<file path="config.mk">
export PLATFORM = sky130hd
export DESIGN_NAME = ac_clkgen
export DESIGN_NICKNAME = d
export VERILOG_FILES = /design/src/rtl/ac_clk_pkg.sv /design/src/rtl/ac_mclk_div.sv /design/src/rtl/ac_bclk_div.sv /design/src/rtl/ac_frame_ctr.sv /design/src/rtl/ac_clkgen.sv
export SDC_FILE = /design/constraint.sdc
export NUM_CORES = 1
export LEC_CHECK = 0
export BUFFER_PORTS_ARGS = -buffer_cell sky130_fd_sc_hd__buf_2
export CAP_MARGIN = 20
export CORE_ASPECT_RATIO = 0.75
export CORE_MARGIN = 3
export CORE_UTILIZATION = 50
export DETAILED_ROUTE_END_ITERATION = 10
export GPL_ROUTABILITY_DRIVEN = 0
export GPL_TIMING_DRIVEN = 1
export PLACE_DENSITY = 0.8
export SLEW_MARGIN = 25
export SYNTH_ARGS = -nofsm -noshare
export SYNTH_HDL_FRONTEND = slang
export SYNTH_HIERARCHICAL = 1
export SYNTH_SLANG_ARGS = --single-unit
</file>
<file path="constraint.sdc">
create_clock -name clk -period 3.2 [get_ports clk]
set_input_delay 0.16 -clock clk [delete_from_list [all_inputs] [get_ports clk]]
set_output_delay 0.16 -clock clk [all_outputs]
set_load 0.05 [all_outputs]
</file>
<file path="src/rtl/ac_clk_pkg.sv">
package ac_clk_pkg;

    localparam int MCODE_W = 4;
    localparam int BCODE_W = 3;
    localparam int CNT_W   = 5;
    localparam int CFG_W   = MCODE_W + BCODE_W + 1;

    typedef struct packed {
        logic               oe;
        logic [BCODE_W-1:0] bcode;
        logic [MCODE_W-1:0] mcode;
    } div_cfg_t;

    // master ratio lookup: reserved codes fall back to the largest ratio
    function automatic logic [CNT_W-1:0] mclk_ratio(input logic [MCODE_W-1:0] code);
        logic [CNT_W-1:0] r;
        case (code)
            4'd0:    r = CNT_W'(1);
            4'd1:    r = CNT_W'(2);
            4'd2:    r = CNT_W'(4);
            4'd3:    r = CNT_W'(6);
            4'd4:    r = CNT_W'(8);
            4'd5:    r = CNT_W'(12);
            4'd6:    r = CNT_W'(16);
            default: r = CNT_W'(24);
        endcase
        return r;
    endfunction

    // bit ratio lookup (in master periods): codes 6 and 7 act as 16
    function automatic logic [CNT_W-1:0] bclk_ratio(input logic [BCODE_W-1:0] code);
        logic [CNT_W-1:0] r;
        case (code)
            3'd0:    r = CNT_W'(2);
            3'd1:    r = CNT_W'(4);
            3'd2:    r = CNT_W'(6);
            3'd3:    r = CNT_W'(8);
            3'd4:    r = CNT_W'(12);
            default: r = CNT_W'(16);
        endcase
        return r;
    endfunction

endpackage

</file>
<file path="src/rtl/ac_mclk_div.sv">
module ac_mclk_div #(
    parameter int CNT_W = 5
) (
    input  logic             clk,
    input  logic             rst_n,
    input  logic [CNT_W-1:0] ratio,
    output logic             mtick,
    output logic             sq
);

    typedef struct packed {
        logic [CNT_W-1:0] cnt;
        logic             sq;
    } mst_t;

    mst_t st_d, st_q;
    logic last;

    always_comb begin
        st_d     = st_q;
        last     = (st_q.cnt == ratio - CNT_W'(1));
        st_d.cnt = last ? '0 : st_q.cnt + CNT_W'(1);
        // low half first, high half second; ratio 1 uses the gated clock instead
        st_d.sq  = (ratio != CNT_W'(1)) && (st_d.cnt >= (ratio >> 1));
    end

    always_ff @(posedge clk or negedge rst_n) begin
        if (!rst_n) st_q <= '0;
        else        st_q <= st_d;
    end

    assign mtick = last;
    assign sq    = st_q.sq;

    AST_MCNT_BOUND: assert property (@(posedge clk) disable iff (!rst_n)
        st_q.cnt < ratio);
    AST_MCLK_RISE_MID: assert property (@(posedge clk) disable iff (!rst_n)
        $rose(st_q.sq) |-> (st_q.cnt == (ratio >> 1)));
    AST_MCLK_FALL_WRAP: assert property (@(posedge clk) disable iff (!rst_n)
        $fell(st_q.sq) |-> (st_q.cnt == '0));

endmodule

</file>
<file path="src/rtl/ac_bclk_div.sv">
module ac_bclk_div #(
    parameter int CNT_W = 5
) (
    input  logic             clk,
    input  logic             rst_n,
    input  logic             step,
    input  logic [CNT_W-1:0] ratio,
    output logic             btick,
    output logic             bclk
);

    typedef struct packed {
        logic [CNT_W-1:0] cnt;
        logic             clk;
    } bst_t;

    bst_t st_d, st_q;
    logic last;

    always_comb begin
        st_d  = st_q;
        last  = (st_q.cnt == ratio - CNT_W'(1));
        btick = step && last;
        if (step) begin
            st_d.cnt = last ? '0 : st_q.cnt + CNT_W'(1);
        end
        st_d.clk = (st_d.cnt >= (ratio >> 1));
    end

    always_ff @(posedge clk or negedge rst_n) begin
        if (!rst_n) st_q <= '0;
        else        st_q <= st_d;
    end

    assign bclk = st_q.clk;

    AST_BCNT_BOUND: assert property (@(posedge clk) disable iff (!rst_n)
        st_q.cnt < ratio);
    AST_BCLK_ON_MTICK: assert property (@(posedge clk) disable iff (!rst_n)
        !$stable(st_q.clk) |-> $past(step));

endmodule

</file>
<file path="src/rtl/ac_frame_ctr.sv">
module ac_frame_ctr #(
    parameter int SLOT_BITS = 16
) (
    input  logic clk,
    input  logic rst_n,
    input  logic btick,
    output logic lrclk
);

    localparam int SW = (SLOT_BITS > 1) ? $clog2(SLOT_BITS) : 1;

    typedef struct packed {
        logic [SW-1:0] slot;
        logic          lr;
    } fst_t;

    fst_t st_d, st_q;
    logic slot_end;

    always_comb begin
        st_d     = st_q;
        slot_end = (st_q.slot == SW'(SLOT_BITS - 1));
        if (btick) begin
            st_d.slot = slot_end ? '0 : st_q.slot + SW'(1);
            if (slot_end) st_d.lr = ~st_q.lr;
        end
    end

    always_ff @(posedge clk or negedge rst_n) begin
        if (!rst_n) st_q <= '0;
        else        st_q <= st_d;
    end

    assign lrclk = st_q.lr;

    AST_LR_AT_SLOT_END: assert property (@(posedge clk) disable iff (!rst_n)
        !$stable(st_q.lr) |-> $past(btick));

endmodule

</file>
<file path="src/rtl/ac_clkgen.sv">
module ac_clkgen #(
    parameter int SLOT_BITS = 16
) (
    input  logic                        clk,
    input  logic                        rst_n,
    input  logic                        cfg_wr,
    input  logic [ac_clk_pkg::CFG_W-1:0] cfg_wdata,
    output logic                        mclk_pin,
    output logic                        bclk,
    output logic                        lrclk,
    output logic                        bit_stb
);

    import ac_clk_pkg::*;

    typedef struct packed {
        div_cfg_t cfg;
        div_cfg_t pend;
        logic     pend_v;
    } top_t;

    top_t st_d, st_q;
    logic apply;
    logic mtick, btick, msq;
    logic [CNT_W-1:0] m_ratio, b_ratio;

    assign m_ratio = mclk_ratio(st_q.cfg.mcode);
    assign b_ratio = bclk_ratio(st_q.cfg.bcode);

    always_comb begin
        st_d  = st_q;
        apply = st_q.pend_v && btick;
        if (apply) begin
            st_d.cfg    = st_q.pend;
            st_d.pend_v = 1'b0;
        end
        // a write landing on the apply cycle stays pending for the next boundary
        if (cfg_wr) begin
            st_d.pend   = div_cfg_t'(cfg_wdata);
            st_d.pend_v = 1'b1;
        end
    end

    always_ff @(posedge clk or negedge rst_n) begin
        if (!rst_n) st_q <= '0;
        else        st_q <= st_d;
    end

    ac_mclk_div #(.CNT_W(CNT_W)) u_mdiv (
        .clk   (clk),
        .rst_n (rst_n),
        .ratio (m_ratio),
        .mtick (mtick),
        .sq    (msq)
    );

    ac_bclk_div #(.CNT_W(CNT_W)) u_bdiv (
        .clk   (clk),
        .rst_n (rst_n),
        .step  (mtick),
        .ratio (b_ratio),
        .btick (btick),
        .bclk  (bclk)
    );

    ac_frame_ctr #(.SLOT_BITS(SLOT_BITS)) u_frame (
        .clk   (clk),
        .rst_n (rst_n),
        .btick (btick),
        .lrclk (lrclk)
    );

    assign mclk_pin = st_q.cfg.oe & ((m_ratio == CNT_W'(1)) ? clk : msq);
    assign bit_stb  = btick;

    AST_CFG_AT_BOUNDARY: assert property (@(posedge clk) disable iff (!rst_n)
        !$stable(st_q.cfg) |-> $past(btick));
    AST_STB_ON_MTICK: assert property (@(posedge clk) disable iff (!rst_n)
        bit_stb |-> mtick);

endmodule

</file>
==> results.md <==
* Number of synthesized flops with an enable pin at 0
* Port Buffers at 14
* Internal at 1.79 mW
* Synth unique cells at 49
* DRT iter0 DRCs at 38
* Drt pass-1 iters at 4
* Layout net count at 253
* Clk_lat worst skew at 0.38 ns
* WL final at ~4000 um
* Worst EP arrival at 3.32 ns
* Post-Syn Instances at 188
* Syn_area_per_cell at 11.1 um^2
* Maxcap violations at 0
* Slew Viols, Final at 0
* Yosys reg bits at 34
* Min-Delay Path Class: in -> reg
* Die area at 4990 um^2
* Final worst path period share at 0.955
* Remaining global-route overflow at 0
* First-pass GRT wire length at ~6100 um
* Setup crit start kind: register
* I/O pin count at 15
* Final hold viol count at 0
* Relative slew slack at 0.517
* Die X at 80.5 um
* DR WL/cell at 14.2 um
* CP Cell Sequence: nor4_4 -> inv_1 -> ha_4 -> and3_1 -> o22ai_2 -> a2111oi_4 -> buf_6 -> or2_1 -> ha_1 -> nand2b_1 -> a21o_1 -> a21oi_2 -> nor2b_1 -> o31a_1
* Die Y at about 62 um
* Number of global-route vias before repair at approximately 1.4k
* Clock transition at path regs at about 0.06 ns
* Async SR Flop Fraction at 1.00
* Status: completed
* Pwr Density at 1230 nW/um^2
* CP Capture Type: register
* Slowest cell on the critical path: dfrtp_1
* Slew @ Worst Pin at between 0.7 and 0.8 ns
* Clock Skews at approximately 0.0043 ns
* GRT Overall Usage at 0.167
* WP data required at 3.46 ns
* Net Switching at 1.31 mW
* Most frequent cells in the layout: dfrtp_1, mux2_2, inv_1, buf_4, buf_2
* Share of layout cells above drive strength 1 at 0.364
* Vias per std cell at 5.18
* Initial antenna violation count at 0
* Mapped cell area at 2080 um^2
* Main synth FF type: dfrtp_1
* FMAX at roughly 0.33 GHz
* Crit Path Max Fanout at 5
* Clock power frac at 0.137
* Worst vdd ir at 0.000681 V
* Final min period at 3.06 ns
* Dpl hpwl at roughly 2900 um
* Core footprint at ~3800 um^2
* Synth-to-layout area growth at 20.8%
* Final setup fails at 0
* Synth Warn # at 6
* CTS tree: yes
* Commonest non-fill, non-tap cell in the layout: dfrtp_1
* Seq/Total Area, Yosys at 0.408
* WS Path Type: reg -> reg
* Num rows at 19
* Sw Share at 0.422
* N_diodes at 0
* Drt drc at 0
* P_leak at 1.15 nW
* Vias after detailed routing at 1,451
* Total power at 3.09 mW
* Gate power share at 0.618
* Sequential fraction of design power at 0.245
* Largest net degree at the start of global routing at 35
* Layout Utilization at 0.657
* Initial Utilization at 0.544
* Max incr delay on CP at 0.41 ns
* Post-DRT Antenna Nets at 0
* TNS Setup at 0 ns
sequential cells by signal (all words and copies together) (netlist names):
register,cells
u_bdiv/bclk,1
st_q,17
u_bdiv/st_q,5
u_mdiv/sq,1
u_frame/st_q,4
u_mdiv/st_q,5
u_frame/lrclk,1
critical path: cells and delay by family, from the launching register on:
family	cells	cell delay, ns
AOI/OAI and AO/OA	5	0.86
adders and majority gates	2	0.49
buffers and inverters	2	0.26
DFF	1	0.41
and+or+nand+nor	5	0.91
worst paths after layout:
check                                           from                         to  slack [ns]  cells past startpoint
min                                     cfg_wdata[6]        st_q[7]$_DFFE_PN0P_        0.01                      2
max                             st_q[10]$_DFFE_PN0P_        u_mdiv/sq$_DFF_PN0_        0.14                     14
max in group asynchronous                      rst_n   u_bdiv/st_q[1]$_DFF_PN0_        2.36                      2
min reg2reg                u_frame/lrclk$_DFFE_PN0P_  u_frame/lrclk$_DFFE_PN0P_        0.49                      1
min in group asynchronous                      rst_n   u_bdiv/st_q[4]$_DFF_PN0_        0.38                      2
max reg2reg                     st_q[10]$_DFFE_PN0P_        u_mdiv/sq$_DFF_PN0_        0.14                     14
cell usage after synthesis (2+ instances only):
| cell | n | share of area |
|---|---|---|
| nand2b_1 | 8 | 0.024 |
| xor2_1 | 7 | 0.029 |
| nand3_1 | 4 | 0.0096 |
| o21ai_0 | 5 | 0.012 |
| inv_1 | 15 | 0.027 |
| a41oi_1 | 3 | 0.013 |
| and3_1 | 2 | 0.0060 |
| ha_1 | 14 | 0.084 |
| clkbuf_1 | 2 | 0.0036 |
| nor2_1 | 5 | 0.0090 |
| a21o_2 | 2 | 0.0084 |
| o22ai_1 | 2 | 0.0060 |
| nor3b_1 | 3 | 0.011 |
| dfrtp_1 | 34 | 0.41 |
| a31oi_1 | 2 | 0.0060 |
| or3_1 | 2 | 0.0060 |
| nand2_1 | 7 | 0.013 |
| o21ai_1 | 2 | 0.0048 |
| a21o_1 | 3 | 0.011 |
| xnor2_1 | 10 | 0.042 |
| nand3b_1 | 3 | 0.011 |
| a21oi_1 | 7 | 0.017 |
| nor2b_1 | 2 | 0.0060 |
| mux2_2 | 17 | 0.092 |
| o21a_1 | 3 | 0.011 |
stage by stage:
| stage | instances | hold slack [ns] | worst slack, ns | cell area, um^2 |
|---|---|---|---|---|
| after floorplan | 190 | -0.136 | -0.0813 | 2120 |
| after global placement | 262 | 0.274 | 0.0972 | 2290 |
| after detailed placement | 262 | 0.261 | 0.00675 | 2290 |
| after CTS | 273 | 0.00279 | 0.00964 | 2430 |
| after global routing | 280 | 0.00460 | -0.0548 | 2520 |
| final | 280 | 0.0144 | 0.144 | 2520 |
kinds of logic (layout without fill, tap and decap cells):
| logic type | count (synthesis) | in the layout | synth area share |
|---|---|---|---|
| AND/OR/NAND/NOR | 47 | 47 | 0.144 |
| AO/OA/AOI/OAI | 35 | 35 | 0.127 |
| flip-flops | 34 | 34 | 0.408 |
| XOR/XNOR | 20 | 20 | 0.100 |
| buffers and inverters | 19 | 57 | 0.0384 |
| multiplexers | 18 | 18 | 0.0967 |
| adder cells (fa/ha/maj) | 14 | 14 | 0.0841 |
| other | 1 | 3 | 0.00180 |
timing repair:
| action | CTS | global route |
|---|---|---|
| gates resized for setup | 1 | 11 |
| setup endpoints to repair | 1 | 3 |
| pin swaps | 0 | 3 |
| hold endpoints to repair | 34 | 0 |
| buffers inserted | 0 | 6 |
| cloned | 0 | 1 |
| hold buffers | 1 | 0 |
power by group through the flow:
stage / clock [mW] / sequential (mW) / combinational [mW]
floorplan: 0.0352 / 0.716 / 1.34
global placement: 0.0405 / 0.755 / 1.62
detailed placement: 0.0405 / 0.765 / 1.67
CTS: 0.439 / 0.758 / 1.68
global route: 0.456 / 0.783 / 2.08
finish: 0.423 / 0.759 / 1.91
routing by layer:
metal,wire [um],GRT usage,up-vias
li1,-,-,735
met1,1910,0.219,683
met2,1880,0.254,27
met3,153,0.0605,6
met4,31,0.0675,0
met5,0,0,-
cell type report:
| class | count | area [um^2] |
|---|---|---|
| clock inverters | 2 | 10.0 |
| clock buffers | 9 | 115 |
| well taps | 52 | 65.1 |
| multi-input cells | 137 | 1210 |
| flip-flops and latches | 34 | 851 |
| fillers | 288 | 1310 |
| repair buffers | 31 | 206 |
| inverters | 15 | 56.3 |
No activity file was read; power rests on OpenSTA's default activity.
